### config.mk
export PLATFORM = sky130hd
export DESIGN_NAME = refsel_top
export DESIGN_NICKNAME = d
export VERILOG_FILES = /design/src/rtl/refsel_pkg.sv /design/src/rtl/refsel_sync_edge.sv /design/src/rtl/refsel_gate_timer.sv /design/src/rtl/refsel_edge_window.sv /design/src/rtl/refsel_top.sv
export SDC_FILE = /design/constraint.sdc
export NUM_CORES = 1
export LEC_CHECK = 0
export BUFFER_PORTS_ARGS = -buffer_cell sky130_fd_sc_hd__buf_2
export CORE_UTILIZATION = 30
export CTS_CLUSTER_DIAMETER = 80
export DETAILED_ROUTE_END_ITERATION = 10
export GPL_TIMING_DRIVEN = 0
export SLEW_MARGIN = 20
export SYNTH_ARGS = -nofsm -noshare
export SYNTH_HDL_FRONTEND = slang
export SYNTH_SLANG_ARGS = --single-unit
### constraint.sdc
create_clock -name clk -period 3.9 [get_ports clk]
set_input_delay 0.585 -clock clk [delete_from_list [all_inputs] [get_ports clk]]
set_output_delay 0.585 -clock clk [all_outputs]
set_load 0.05 [all_outputs]
### src/rtl/refsel_pkg.sv
package refsel_pkg;

    typedef enum logic [1:0] {
        SRC_INTERNAL = 2'b00,
        SRC_REAR     = 2'b01,
        SRC_MODULE   = 2'b10
    } src_e;

    // Per-channel qualification state
    typedef struct packed {
        logic present;    // qualified presence flag
        logic last_good;  // verdict of the previous window
    } chan_st_t;

    // Fixed priority: timing module over rear connector over internal
    function automatic src_e pick_source(input logic mod_ok, input logic rear_ok);
        if (mod_ok)       return SRC_MODULE;
        else if (rear_ok) return SRC_REAR;
        else              return SRC_INTERNAL;
    endfunction

    function automatic logic in_band(input int unsigned n,
                                     input int unsigned lo,
                                     input int unsigned hi);
        return (n >= lo) && (n <= hi);
    endfunction

endpackage

### src/rtl/refsel_sync_edge.sv
module refsel_sync_edge #(
    parameter int STAGES = 2
) (
    input  logic clk,
    input  logic rst,
    input  logic async_in,
    output logic rise
);
    logic [STAGES:0] chain;

    always_ff @(posedge clk) begin
        if (rst) chain <= '0;
        else     chain <= {chain[STAGES-1:0], async_in};
    end

    // chain[STAGES-1] is the last synchronizer stage, chain[STAGES] its delayed copy
    assign rise = chain[STAGES-1] & ~chain[STAGES];
endmodule

### src/rtl/refsel_gate_timer.sv
module refsel_gate_timer #(
    parameter int GATE_CYCLES = 10000
) (
    input  logic clk,
    input  logic rst,
    output logic win_end
);
    localparam int TW = (GATE_CYCLES > 2) ? $clog2(GATE_CYCLES) : 1;
    localparam logic [TW-1:0] LAST = TW'(GATE_CYCLES - 1);

    logic [TW-1:0] tcnt;

    always_ff @(posedge clk) begin
        if (rst)               tcnt <= '0;
        else if (tcnt == LAST) tcnt <= '0;
        else                   tcnt <= tcnt + 1'b1;
    end

    assign win_end = (tcnt == LAST);
endmodule

### src/rtl/refsel_edge_window.sv
module refsel_edge_window
    import refsel_pkg::*;
#(
    parameter int NOM_EDGES = 1000,
    parameter int EDGE_TOL  = 1
) (
    input  logic clk,
    input  logic rst,
    input  logic rise,
    input  logic win_end,
    output logic present
);
    localparam int LO    = NOM_EDGES - EDGE_TOL;
    localparam int HI    = NOM_EDGES + EDGE_TOL;
    localparam int CNT_W = $clog2(HI + 2);
    localparam logic [CNT_W-1:0] SAT = {CNT_W{1'b1}};

    logic [CNT_W-1:0] ecnt;
    logic [CNT_W-1:0] total;
    logic             good;
    chan_st_t         st;

    // Count including an edge seen in the closing cycle, saturating
    always_comb begin
        if (rise && ecnt != SAT) total = ecnt + 1'b1;
        else                     total = ecnt;
        good = in_band(int'(total), LO, HI);
    end

    always_ff @(posedge clk) begin
        if (rst) begin
            ecnt <= '0;
        end else if (win_end) begin
            ecnt <= '0;
        end else begin
            ecnt <= total;
        end
    end

    always_ff @(posedge clk) begin
        if (rst) begin
            st <= '0;
        end else if (win_end) begin
            st.last_good <= good;
            if (good && st.last_good)        st.present <= 1'b1;
            else if (!good && !st.last_good) st.present <= 1'b0;
        end
    end

    assign present = st.present;
endmodule

### src/rtl/refsel_top.sv
module refsel_top
    import refsel_pkg::*;
#(
    parameter int GATE_CYCLES = 10000,
    parameter int NOM_EDGES   = 1000,
    parameter int EDGE_TOL    = 1,
    parameter int SYNC_STAGES = 2
) (
    input  logic       clk,
    input  logic       rst,
    input  logic       ref_module,
    input  logic       ref_rear,
    output logic [1:0] sel_code,
    output logic       mod_present,
    output logic       rear_present,
    output logic       sel_change
);
    localparam int NCH = 2;  // index 0: timing module, index 1: rear connector

    logic [NCH-1:0] ref_in;
    logic [NCH-1:0] rise;
    logic [NCH-1:0] pres;
    logic           win_tick;
    logic           upd_q;
    src_e           sel_q;
    src_e           sel_next;

    assign ref_in = {ref_rear, ref_module};

    refsel_gate_timer #(.GATE_CYCLES(GATE_CYCLES)) u_timer (
        .clk     (clk),
        .rst     (rst),
        .win_end (win_tick)
    );

    for (genvar i = 0; i < NCH; i++) begin : g_chan
        refsel_sync_edge #(.STAGES(SYNC_STAGES)) u_sync (
            .clk      (clk),
            .rst      (rst),
            .async_in (ref_in[i]),
            .rise     (rise[i])
        );
        refsel_edge_window #(.NOM_EDGES(NOM_EDGES), .EDGE_TOL(EDGE_TOL)) u_win (
            .clk     (clk),
            .rst     (rst),
            .rise    (rise[i]),
            .win_end (win_tick),
            .present (pres[i])
        );
    end

    // Presence settles at the window edge; the choice follows one cycle later
    always_ff @(posedge clk) begin
        if (rst) upd_q <= 1'b0;
        else     upd_q <= win_tick;
    end

    assign sel_next = pick_source(pres[0], pres[1]);

    always_ff @(posedge clk) begin
        if (rst) begin
            sel_q      <= SRC_INTERNAL;
            sel_change <= 1'b0;
        end else if (upd_q) begin
            sel_q      <= sel_next;
            sel_change <= (sel_next != sel_q);
        end else begin
            sel_change <= 1'b0;
        end
    end

    assign sel_code     = sel_q;
    assign mod_present  = pres[0];
    assign rear_present = pres[1];
endmodule

==> flow_metrics.env <==
export IMPL_outcome="completed"
export IMPL_hold_slack_ns=0.441
export IMPL_synth_area_leaders="dfxtp_1 (40%), nor2_1 (6.3%), xnor2_1 (4.0%)"
export IMPL_syn_area_per_cell_sq_um=8.50
export IMPL_fp_dieH_um=91.4
export IMPL_hold_buffers=0
export IMPL_r2r_cells=9
export IMPL_p_per_area_nw_per_um2=319
export IMPL_slew_headroom_pct=60.9
export IMPL_path_cells="ha_1, nand3b_2, or4_1, a31oi_1, o22ai_1, nor4_2, ha_1, o21ai_0, a21oi_1"
export IMPL_crit_family="simple AND/OR/NAND/NOR gates"
export IMPL_crit_cells=9
export IMPL_grt_pass1_wl_um=8090
export IMPL_crit_top_cell="ha_1"
export IMPL_cts_inserted_buffers=5
export IMPL_dieWidth_um=91.4
export IMPL_num_antenna_cells=0
export IMPL_cp_slowest_stage_delay_ns=0.52
export IMPL_cp_max_fo=10
export IMPL_power_leakage_nw=0.896
export IMPL_fill_cells=800
export IMPL_yosysSeqAreaShare_pct=40.1
export IMPL_drc=0
export IMPL_htree_levels=2
export IMPL_grtUsageTotal_pct=12.0
export IMPL_core_sq_um=7730
export IMPL_io_pins=9
export IMPL_slew_viol_final=0
export IMPL_max_cap_viol_count=0
export IMPL_endpoint="g_chan[1].u_win.present"
export IMPL_synth_top_cell_by_area="dfxtp_1"
export IMPL_numPortBuffers=8
export IMPL_grt_max_degree=16
export IMPL_syn_area_sq_um=2400
export IMPL_min_path_type="flip-flop to flip-flop"
export IMPL_startpoint="g_chan[1].u_win.ecnt[0]"
export IMPL_rsz0062_at_grt="false"
export IMPL_dieArea_sq_um=8350
export IMPL_multi_input_area_sq_um=1370
export IMPL_start_util_pct=31.0
export IMPL_synth_common_cells="dfxtp_1 (48), nor2_1 (40), nand2_1 (21), nand4_1 (13), nor3_1 (12)"
export IMPL_cts_sinks=48
export IMPL_clockBufferDepth=2
export IMPL_clk_pin_slew_worst_paths_ns=0.09
export IMPL_yosysUniqueCellTypes=51
export IMPL_min_period_over_period_pct=70.5
export IMPL_globalRouteOverflowTotal=0
export IMPL_drt_total_wl_um=4820
export IMPL_synth_ff_type="dfxtp_1"
export IMPL_synth_most_common_cell="dfxtp_1"
export IMPL_synth_seq_cells=48
export IMPL_synth_net_count=291
export IMPL_fmax_mhz=363
export IMPL_startpoint_type="flip-flop"
export IMPL_dpl_hpwl_um=3440
export IMPL_r2r_slack_ns=1.15
export IMPL_r2r_end="g_chan[1].u_win.present"
export IMPL_postCtsSetupBuffers=0
export IMPL_setup_viol=0
export IMPL_clkLatencyLatePin_ns=0.30
export IMPL_crit_type="flip-flop to flip-flop"
export IMPL_via_count=1991
export IMPL_nets=306
export IMPL_first_iter_violations=55
export IMPL_antenna_found_initial=0
export IMPL_worstPathRequired_ns=4.08
export IMPL_wire_per_inst_um=12.0
export IMPL_yosys_warnings=0
export IMPL_critPathSlowestCell="or4_1"
export IMPL_rows=32
export IMPL_regArea_sq_um=961
export IMPL_first_pass_iters=4
export IMPL_syn_inst=282
export IMPL_synth_async_reset_ratio_pct=0
export IMPL_synth_edf_count=0
export IMPL_fin_cells=400
export IMPL_final_util_pct=34.5
export IMPL_ctsRootBufferMaster="clkbuf_8"
export IMPL_dp_cells=392
export IMPL_fin_skew_ns=0.00778
export IMPL_arrival_ns=2.93
export IMPL_worst_path_buf_inv=0
export IMPL_hp_start="g_chan[0].u_sync.chain[0]"
export IMPL_grt_pass1_vias=1758
export IMPL_postRouteAntennaNets=0
export IMPL_syn_to_final_growth_pct=11.1
export IMPL_synth_top_cell_area_share_pct=40.1
export IMPL_post_cts_resized=0
export IMPL_reg2reg_from="g_chan[1].u_win.ecnt[0]"
export IMPL_viasPerCell=4.98
export IMPL_tns_ns=0
export IMPL_worstMarginPinSlew_ns=0.587
export IMPL_hold_violations=0
export IMPL_gp_congestion=0.791
export IMPL_min_period_ns=2.75
export IMPL_worst_ir_drop_vdd_v=0.000114
export IMPL_cts_tree="done"
export IMPL_cp_end_kind="flip-flop"
export IMPL_drive_gt1_share_pct=10.1
export IMPL_finalPower_mw=0.849
[cells by family (layout without fill, tap and decap cells)]
family / Yosys count / after routing / share of synthesized area, %
and+or+nand+nor: 146 / 146 / 33.7
DFF: 48 / 48 / 40.1
AOI/OAI and AO/OA: 39 / 39 / 10.6
xor gates and xnor gates: 21 / 21 / 7.67
buffers and inverters: 17 / 33 / 2.87
muxes: 6 / 6 / 2.51
adders and majority gates: 5 / 5 / 2.61
[registers in the layout, indices dropped and copies added, names as in the netlist]
name and count:
sel_code 2, u_timer.tcnt 14, sel_change 1, g_chan.u_win.ecnt 20, g_chan.u_sync.chain 6, g_chan.u_win.st 2, upd_q 1, g_chan.u_win.present 2
[worst min-delay path by stage]
stage	endpoint	slack [ns]	depth (start not counted)
floorplan	g_chan[0].u_sync.chain[1]	0.41	1
global placement	g_chan[1].u_sync.chain[1]	0.42	1
detailed placement	g_chan[0].u_sync.chain[1]	0.42	1
CTS	g_chan[0].u_sync.chain[1]	0.45	1
global route	g_chan[1].u_sync.chain[1]	0.46	1
finish	g_chan[0].u_sync.chain[1]	0.44	1
[stage by stage]
step	area, sq um	setup WS [ns]
finish	2660	1.15
global route	2660	0.871
global placement	2560	1.16
CTS	2660	1.19
floorplan	2400	1.48
detailed placement	2560	1.20
[area by class of cell]
class | count | area share [%]
tap | 102 | 4.79
inverter | 5 | 0.705
buffer | 12 | 1.88
timing repair buffer | 8 | 1.50
sequential | 48 | 36.1
clock inverter | 2 | 0.564
multi-input combinational | 217 | 51.4
clock buffer | 6 | 3.10
[layout by cell type, fill, tap and decap left out, types with 6 or more instances in the layout]
| master | count |
|---|---|
| dfxtp_1 | 48 |
| nor2_1 | 40 |
| nand2_1 | 21 |
| nand4_1 | 13 |
| buf_2 | 12 |
| nor3_1 | 12 |
| a21oi_1 | 11 |
| xnor2_1 | 11 |
| nand3_1 | 10 |
| nor2b_1 | 10 |
| xor2_1 | 10 |
| clkbuf_1 | 7 |
| mux2i_1 | 6 |
| and3_1 | 6 |
| clkbuf_8 | 6 |
[per-layer routing]
layer	up-vias	track usage, %	wire [um]
met3	7	2.76	106
met1	924	16.3	2530
li1	1038	-	-
met4	0	3.97	68
met2	22	18.7	2110
met5	-	0	0
[power breakdown]
part | internal [mW] | switching [mW]
logic | 0.0107 | 0.0161
registers | 0.496 | 0.00656
clock network | 0.144 | 0.175
(Power assumes the default switching activity.)
